[config.mk]
export PLATFORM = sky130hd
export DESIGN_NAME = fma16_unit
export DESIGN_NICKNAME = d
export VERILOG_FILES = /design/src/rtl/fma16_pkg.sv /design/src/rtl/fma16_prep.sv /design/src/rtl/fma16_lzc.sv /design/src/rtl/fma16_addnorm.sv /design/src/rtl/fma16_round.sv /design/src/rtl/fma16_unit.sv
export SDC_FILE = /design/constraint.sdc
export NUM_CORES = 1
export LEC_CHECK = 0
export ABC_AREA = 0
export CAP_MARGIN = 10
export CORE_ASPECT_RATIO = 2
export CORE_MARGIN = 2
export CORE_UTILIZATION = 55
export DETAILED_ROUTE_END_ITERATION = 10
export HOLD_SLACK_MARGIN = 0.08
export PLACE_DENSITY_LB_ADDON = 0.12
export SYNTH_ARGS = -nofsm -noshare
export SYNTH_HDL_FRONTEND = slang
export SYNTH_SLANG_ARGS = --single-unit
export TNS_END_PERCENT = 30
[constraint.sdc]
create_clock -name clk -period 17 [get_ports clk]
set_input_delay 1.7 -clock clk [delete_from_list [all_inputs] [get_ports clk]]
set_output_delay 1.7 -clock clk [all_outputs]
set_load 0.01 [all_outputs]
[src/rtl/fma16_pkg.sv]
package fma16_pkg;
  localparam int EXP_W    = 5;
  localparam int FRAC_W   = 10;
  localparam int WORD_W   = 1 + EXP_W + FRAC_W;
  localparam int SIG_W    = FRAC_W + 1;
  localparam int PROD_W   = 2 * SIG_W;
  localparam int LEFT_MAX = FRAC_W + 3;
  localparam int ALN_W    = PROD_W + LEFT_MAX;
  localparam int SUM_W    = ALN_W + 1;
  localparam int LZ_W     = $clog2(SUM_W + 1);
  localparam int SH_W     = $clog2(ALN_W + 1);
  localparam int BIAS     = (1 << (EXP_W - 1)) - 1;
  localparam int EXP_MAX  = (1 << EXP_W) - 2;
  localparam int SE_W     = EXP_W + 3;

  typedef struct packed {
    logic              sign;
    logic [EXP_W-1:0]  exp;
    logic [FRAC_W-1:0] frac;
  } fp_t;
endpackage

[src/rtl/fma16_prep.sv]
module fma16_prep
  import fma16_pkg::*;
(
  input  logic [EXP_W-1:0]    a_exp,
  input  logic [FRAC_W-1:0]   a_frac,
  input  logic [EXP_W-1:0]    b_exp,
  input  logic [FRAC_W-1:0]   b_frac,
  input  logic [EXP_W-1:0]    c_exp,
  input  logic [FRAC_W-1:0]   c_frac,
  output logic [PROD_W-1:0]   prod,
  output logic signed [SE_W-1:0] prod_exp,
  output logic [ALN_W-1:0]    c_aln,
  output logic                c_stk,
  output logic                far_c,
  output logic                any_zero
);
  localparam logic signed [SE_W-1:0] LEFT_LIM = SE_W'(-LEFT_MAX);
  localparam logic [SE_W-1:0]        SH_CAP   = SE_W'(ALN_W);

  logic [SIG_W-1:0]       sig_a, sig_b, sig_c;
  logic signed [SE_W-1:0] diff;
  logic [SE_W-1:0]        sh_full;
  logic [SH_W-1:0]        sh;
  logic [2*ALN_W-1:0]     c_ext;

  assign any_zero = (a_exp == '0) || (b_exp == '0);
  assign sig_a    = {1'b1, a_frac};
  assign sig_b    = {1'b1, b_frac};
  assign sig_c    = (c_exp == '0) ? '0 : {1'b1, c_frac};

  // full-width significand product, exponent kept biased
  assign prod     = PROD_W'(sig_a) * PROD_W'(sig_b);
  assign prod_exp = $signed(SE_W'(a_exp)) + $signed(SE_W'(b_exp)) - $signed(SE_W'(BIAS));

  // positive diff: C smaller, shift right; negative: C larger, shift left
  assign diff    = prod_exp - $signed(SE_W'(c_exp));
  assign far_c   = diff < LEFT_LIM;
  assign sh_full = diff + SE_W'(LEFT_MAX);

  always_comb begin
    if (far_c)              sh = '0;
    else if (sh_full > SH_CAP) sh = SH_W'(ALN_W);
    else                    sh = sh_full[SH_W-1:0];
  end

  // C placed at its leftmost slot, then moved right; lower half feeds sticky
  assign c_ext = {sig_c, {(2*ALN_W-SIG_W){1'b0}}} >> sh;
  assign c_aln = c_ext[2*ALN_W-1 -: ALN_W];
  assign c_stk = |c_ext[ALN_W-1:0];
endmodule

[src/rtl/fma16_lzc.sv]
module fma16_lzc #(
  parameter int WIDTH = 36,
  parameter int CNT_W = $clog2(WIDTH + 1)
) (
  input  logic [WIDTH-1:0] vec,
  output logic [CNT_W-1:0] count
);
  always_comb begin
    count = CNT_W'(WIDTH);
    for (int i = 0; i < WIDTH; i++) begin
      if (vec[i]) count = CNT_W'(WIDTH - 1 - i);
    end
  end
endmodule

[src/rtl/fma16_addnorm.sv]
module fma16_addnorm
  import fma16_pkg::*;
(
  input  logic [PROD_W-1:0]      prod,
  input  logic signed [SE_W-1:0] prod_exp,
  input  logic [ALN_W-1:0]       c_aln,
  input  logic                   c_stk,
  input  logic                   prod_sign,
  input  logic                   c_sign,
  output logic [SUM_W-1:0]       norm,
  output logic                   stk,
  output logic                   res_sign,
  output logic signed [SE_W-1:0] res_exp,
  output logic                   is_zero
);
  logic          eff_sub, neg;
  logic [SUM_W:0] p_w, c_w, raw;
  logic [SUM_W-1:0] mag;
  logic [LZ_W-1:0]  lz;

  assign eff_sub = prod_sign ^ c_sign;
  assign p_w     = {{(SUM_W-PROD_W){1'b0}}, prod, 1'b0};
  assign c_w     = {2'b00, c_aln};

  // sticky is taken as a borrow so the kept bits equal floor of the exact value
  assign raw = eff_sub ? (p_w - c_w - (SUM_W+1)'(c_stk)) : (p_w + c_w);
  assign neg = eff_sub & raw[SUM_W];
  assign mag = neg ? (~raw[SUM_W-1:0] + SUM_W'(1)) : raw[SUM_W-1:0];

  fma16_lzc #(.WIDTH(SUM_W), .CNT_W(LZ_W)) u_lzc (.vec(mag), .count(lz));

  assign norm     = mag << lz;
  assign stk      = c_stk;
  assign is_zero  = (mag == '0);
  assign res_sign = neg ? c_sign : prod_sign;
  assign res_exp  = prod_exp + $signed(SE_W'(SUM_W - PROD_W)) - $signed(SE_W'(lz));
endmodule

[src/rtl/fma16_round.sv]
module fma16_round
  import fma16_pkg::*;
(
  input  logic [SUM_W-1:0]       norm,
  input  logic                   stk,
  input  logic                   sign,
  input  logic signed [SE_W-1:0] exp_in,
  input  logic                   is_zero,
  output fp_t                    result
);
  localparam logic signed [SE_W-1:0] EXP_TOP = SE_W'(EXP_MAX);
  localparam logic signed [SE_W-1:0] EXP_BOT = SE_W'(1);

  logic [SIG_W-1:0]       keep;
  logic                   g_bit, r_bit, s_bit, up, carry;
  logic [SIG_W:0]         rounded;
  logic signed [SE_W-1:0] exp_f;

  assign keep  = norm[SUM_W-1 -: SIG_W];
  assign g_bit = norm[SUM_W-1-SIG_W];
  assign r_bit = norm[SUM_W-2-SIG_W];
  assign s_bit = (|norm[SUM_W-3-SIG_W:0]) | stk;

  assign up      = g_bit & (r_bit | s_bit | keep[0]);
  assign rounded = {1'b0, keep} + (SIG_W+1)'(up);
  assign carry   = rounded[SIG_W];
  assign exp_f   = exp_in + $signed(SE_W'(carry));

  always_comb begin
    result.sign = sign;
    result.exp  = exp_f[EXP_W-1:0];
    result.frac = carry ? '0 : rounded[FRAC_W-1:0];
    if (is_zero) begin
      result = '0;
    end else if (exp_f > EXP_TOP) begin
      result.exp  = '1;
      result.frac = '0;
    end else if (exp_f < EXP_BOT) begin
      result.exp  = '0;
      result.frac = '0;
    end
  end
endmodule

[src/rtl/fma16_unit.sv]
module fma16_unit
  import fma16_pkg::*;
(
  input  logic        clk,
  input  logic        rst,
  input  logic        in_valid,
  input  logic [15:0] in_a,
  input  logic [15:0] in_b,
  input  logic [15:0] in_c,
  output logic        out_valid,
  output logic [15:0] out_result
);
  fp_t a_f, b_f, c_f, rnd_f;
  logic [PROD_W-1:0]      prod;
  logic signed [SE_W-1:0] prod_exp, res_exp;
  logic [ALN_W-1:0]       c_aln;
  logic                   c_stk, far_c, any_zero;
  logic [SUM_W-1:0]       norm;
  logic                   stk, res_sign, is_zero;
  logic [WORD_W-1:0]      next_res;

  assign a_f = in_a;
  assign b_f = in_b;
  assign c_f = in_c;

  fma16_prep u_prep (
    .a_exp(a_f.exp), .a_frac(a_f.frac),
    .b_exp(b_f.exp), .b_frac(b_f.frac),
    .c_exp(c_f.exp), .c_frac(c_f.frac),
    .prod(prod), .prod_exp(prod_exp),
    .c_aln(c_aln), .c_stk(c_stk),
    .far_c(far_c), .any_zero(any_zero)
  );

  fma16_addnorm u_addnorm (
    .prod(prod), .prod_exp(prod_exp),
    .c_aln(c_aln), .c_stk(c_stk),
    .prod_sign(a_f.sign ^ b_f.sign), .c_sign(c_f.sign),
    .norm(norm), .stk(stk), .res_sign(res_sign),
    .res_exp(res_exp), .is_zero(is_zero)
  );

  fma16_round u_round (
    .norm(norm), .stk(stk), .sign(res_sign),
    .exp_in(res_exp), .is_zero(is_zero), .result(rnd_f)
  );

  assign next_res = (any_zero || far_c) ? in_c : rnd_f;

  always_ff @(posedge clk) begin
    if (rst) begin
      out_valid  <= 1'b0;
      out_result <= '0;
    end else begin
      out_valid <= in_valid;
      if (in_valid) out_result <= next_res;
    end
  end
endmodule

==> results of run 1 <==
[through the flow]
stage	util [%]	hold slack [ps]	instance area, µm²	instances
after floorplan	-	503.2	17610	2514
after global placement	78.56	473.0	24780	3732
after detailed placement	78.56	483.8	24780	3732
after CTS	80.34	490.3	25340	3752
[Yosys cell counts, types with 15 or more instances]
cell	count	share of area (%)
ha_1	134	9.5
nor2_1	211	4.5
mux2i_1	36	2.0
a211oi_1	44	1.9
and2_1	87	3.1
a31oi_1	35	1.2
a22oi_1	18	0.77
a2bb2oi_1	15	0.75
nand4_1	35	1.2
xor2_1	23	1.1
a21o_1	38	1.6
nor4_1	32	1.1
o211ai_1	53	2.3
dfxtp_1	17	1.9
or4_1	19	0.81
o21bai_1	30	1.3
o22ai_1	27	0.96
nand3_1	104	3.0
clkbuf_1	82	1.7
xnor2_1	103	5.1
o21ai_1	15	0.43
and3_1	35	1.2
a21oi_1	160	4.5
or3_1	28	0.99
o21a_1	15	0.64
o31ai_1	21	0.90
o21ai_0	114	3.2
nor3_1	94	2.7
fa_1	85	9.7
buf_2	31	0.88
inv_1	168	3.6
nand2_1	230	4.9
or2_2	20	0.71
[what timing repair did]
action | in CTS
endpoints found under the setup margin | 15
resized for setup | 84
buffers inserted | 16
pin swaps | 19
cloned | 0
[kinds of logic after synthesis]
| logic type | share of synthesized area [%] |
|---|---|
| compound gates | 33.73 |
| flops | 1.933 |
| mux | 3.261 |
| buf+inv | 7.020 |
| simple gates | 28.38 |
| xor+xnor | 6.494 |
| fa+ha+maj | 19.18 |
[layer usage]
metal  track usage [%]  overflow
met1             70.98         2
met2             96.64       271
met3             58.67         2
met4             82.48       163
met5             28.79         1
==> flow_summary.toml, run 1 <==
[outcome]
status = "stopped before the end"
haltStage = "global routing"
firstError = "[ERROR GRT-0116] Global routing finished with congestion. Check the congestion regions in the DRC Viewer."

[synth]
synth_nets = 2784
synth_area_per_cell_um2 = 7.005
ys.flop_type = "dfxtp_1"
yosysSeqAreaShare_pct = 1.933
synth-seq-cells = 17
postSynth.asyncResetShare_pct = 0
syn_inst = 2514
synth_area_um2 = 17610
synth-edff-count = 0
yosysUniqueCellTypes = 118
yosysWarnings = 0

[clocking]
htreeDepth = 1
root_buffer = "clkbuf_16"
ctsHoldBuffers = 0
numCtsBuffers = 3
clock-sinks = 17
clockBufferDepth = 2

[floorplan]
start_util_pct = 55.84
die_h_um = 257.1
rows = 92
io_pins = 68
die_x_um = 130.5

[placed_design]
dpl_worst_slack_ps = -1398
dp_hpwl_um = 80220
gp_congestion = 1.230
io_buffers = 67

[global_routing]
grt_pass1_vias = 30520
grt_first_pass_wirelength_um = 201300
overflow = 439
grt_start_max_net_pins = 62
grt_use_total_pct = 76.50
==> inputs of run 2 (changes only) <==
--- a/config.mk
+++ b/config.mk
@@ -7,12 +7,10 @@
 export LEC_CHECK = 0
 export ABC_AREA = 0
 export CAP_MARGIN = 10
-export CORE_ASPECT_RATIO = 2
 export CORE_MARGIN = 2
-export CORE_UTILIZATION = 55
+export CORE_UTILIZATION = 40
 export DETAILED_ROUTE_END_ITERATION = 10
-export HOLD_SLACK_MARGIN = 0.08
-export PLACE_DENSITY_LB_ADDON = 0.12
+export PLACE_DENSITY_LB_ADDON = 0.15
 export SYNTH_ARGS = -nofsm -noshare
 export SYNTH_HDL_FRONTEND = slang
 export SYNTH_SLANG_ARGS = --single-unit
==> constraint.sdc (replaced) <==
create_clock -name clk -period 22.1 [get_ports clk]
set_input_delay 2.21 -clock clk [delete_from_list [all_inputs] [get_ports clk]]
set_output_delay 2.21 -clock clk [all_outputs]
set_load 0.01 [all_outputs]
==> run 2 against run 1 <==
Against the previous run:
- the run now ends clean
- synthesized cell count did not move
- synthesized area did not move
==> flow_summary.toml, run 2 <==
[finish]
area_growth_pct = 7.219
top_register = "out_result"
diodes = 0
largest_reg_flops = 16
layout-drive-gt1-share_pct = 6.255
final_util_pct = 43.64
layout_commonest_cell = "nand2_1"
layout_common_cells = "230 x nand2_1, 208 x nor2_1, 168 x inv_1"
num-nets-final = 2765
largestRegisters = "out_result (16), out_valid (1)"

[floorplan]
io_pins = 68
core_area_um2 = 43270
dieArea_um2 = 45720
rows = 76
start_util_pct = 40.70
die_x_um = 213.8
die_h_um = 213.8

[clocking]
clock-sinks = 17
post_cts_resized = 0
postCtsSetupRepairBufs = 0
cts_tree = "built"
clk_latency_ps = 250
root_buffer = "clkbuf_16"
clockBufferDepth = 2
numCtsBuffers = 3
clk_pin_slew_worst_paths_ps = 50
htreeDepth = 1
ctsHoldBuffers = 0

[synth]
synth_commonest_cells = "230 x nand2_1, 211 x nor2_1, 168 x inv_1"
synth_nets = 2784
synth-edff-count = 0
ys.flop_type = "dfxtp_1"
syn_inst = 2514
yosysUniqueCellTypes = 118
synth.area.top_cells = "fa_1 9.7%, ha_1 9.5%, xnor2_1 5.1%, nand2_1 4.9%, a21oi_1 4.5%"
synth_area_um2 = 17610
yosysMostFrequentCell = "nand2_1"
synth_area_per_cell_um2 = 7.005
synth_top_area_share_pct = 9.663
yosysTopAreaCell = "fa_1"
postSynth.asyncResetShare_pct = 0
synth-seq-cells = 17
yosysSeqAreaShare_pct = 1.933
yosysWarnings = 0

[worst_setup_path]
critPathSlowestCell = "or4_1"
crit_path_max_incr_delay_ps = 810
path_common_cell = "a21oi_1"
worstRegToRegCells = 3
critPathMaxFanout = 25
path_class = "input pin to flip-flop"
crit_path_end_kind = "flip-flop"
cp_data_arrival_time_ps = 20950
cp-start-kind = "input pin"
critPathRequiredTime_ps = 22240

[timing]
timing.slew.headroom_pct = 28.06
rsz0062_at_grt = "false"
clock_skew_ps = 0
tightestPinTransition_ps = 1076
setup-tns-final_ps = 0
post-route-period-util_pct = 94.16
finalSetupViolCount = 0
hold_viol_final = 0
slew_violations = 0
fmax_mhz = 48.06
period_minus_slack_ps = 20810

[min_path]
hold_path_depth = 2
hp-class = "flip-flop to flip-flop"

[placed_design]
dp_hpwl_um = 56020
gp_congestion = 0.9936
io_buffers = 67

[route]
wl_um = 68370
vias_per_cell = 6.550
drc = 0
drtAntennaViolNets = 0
drt_iter0_markers = 2548
drt_pass1_iterations = 6
post_drt_wl_per_cell_um = 22.21
vias = 20170

[outcome]
status = "finished clean"

[global_routing]
grt_antenna_before_repair = 1
grt_start_max_net_pins = 62
grt_pass1_vias = 19060
grt_use_total_pct = 29.48
overflow = 0
grt_first_pass_wirelength_um = 107600

[run]
cap_violations = 0
run 2: cell counts after synthesis:
Identical to the previous run, type by type.
run 2: stage by stage:
stage / area, µm² / std cells / worst slack (ps) / hold WS [ps]
6_report: 18880 / 3079 / 1291 / 489.0
5_1_grt: 18880 / 3079 / 54.26 / 518.3
4_1_cts: 18860 / 3078 / 1432 / 486.6
3_5_place_dp: 18780 / 3074 / 1230 / 479.8
3_3_place_gp: 18780 / 3074 / 1504 / 480.5
2_1_floorplan: 17610 / 2514 / 5177 / 503.2
run 2: per-layer routing:
metal / wire length [µm] / vias to the layer above / GRT usage, %
met5: 13 / - / 0
met1: 30070 / 9683 / 41.00
li1: - / 9361 / -
met3: 5900 / 140 / 3.910
met2: 30420 / 981 / 47.73
met4: 1965 / 2 / 8.070
run 2: critical path: cells and delay by family:
| family | cells | cell delay [ps] |
|---|---|---|
| adder cells (fa/ha/maj) | 8 | 2610 |
| XOR/XNOR | 1 | 230 |
| AND/OR/NAND/NOR | 13 | 4510 |
| buffers and inverters | 6 | 1270 |
| AO/OA/AOI/OAI | 33 | 9710 |
| multiplexers | 1 | 360 |
run 2: path summary, 6_finish.rpt:
| path | from | to | slack, ps |
|---|---|---|---|
| worst max-delay path | in_a[10] | out_result[8] | 1290 |
| worst min-delay path | out_result[12] | out_result[12] | 490 |
| worst max register to register | out_result[9] | out_result[9] | 21240 |
| worst min register to register | out_result[12] | out_result[12] | 490 |
run 2: area by class of cell:
type,count,area (µm²)
Clock buffer,3,75.07
Clock inverter,1,5.005
Fill cell,4582,24380
Inverter,174,653.1
Multi-Input combinational cell,2190,16090
Sequential cell,17,340.3
Tap cell,585,732.0
Timing Repair Buffer,109,985.9
run 2: logic make-up (layout without fill, tap and decap cells):
group | Yosys count | count (layout) | share of synthesized area, %
fa+ha+maj | 219 | 219 | 19.18
simple gates | 971 | 971 | 28.38
compound gates | 821 | 822 | 33.73
mux | 50 | 50 | 3.261
xor+xnor | 128 | 128 | 6.494
flops | 17 | 17 | 1.933
buf+inv | 308 | 287 | 7.020
Power of run 2 is left out: the tool's default activity adds up to more than one toggle a clock period on the data nets, which glitch-free logic cannot reach.
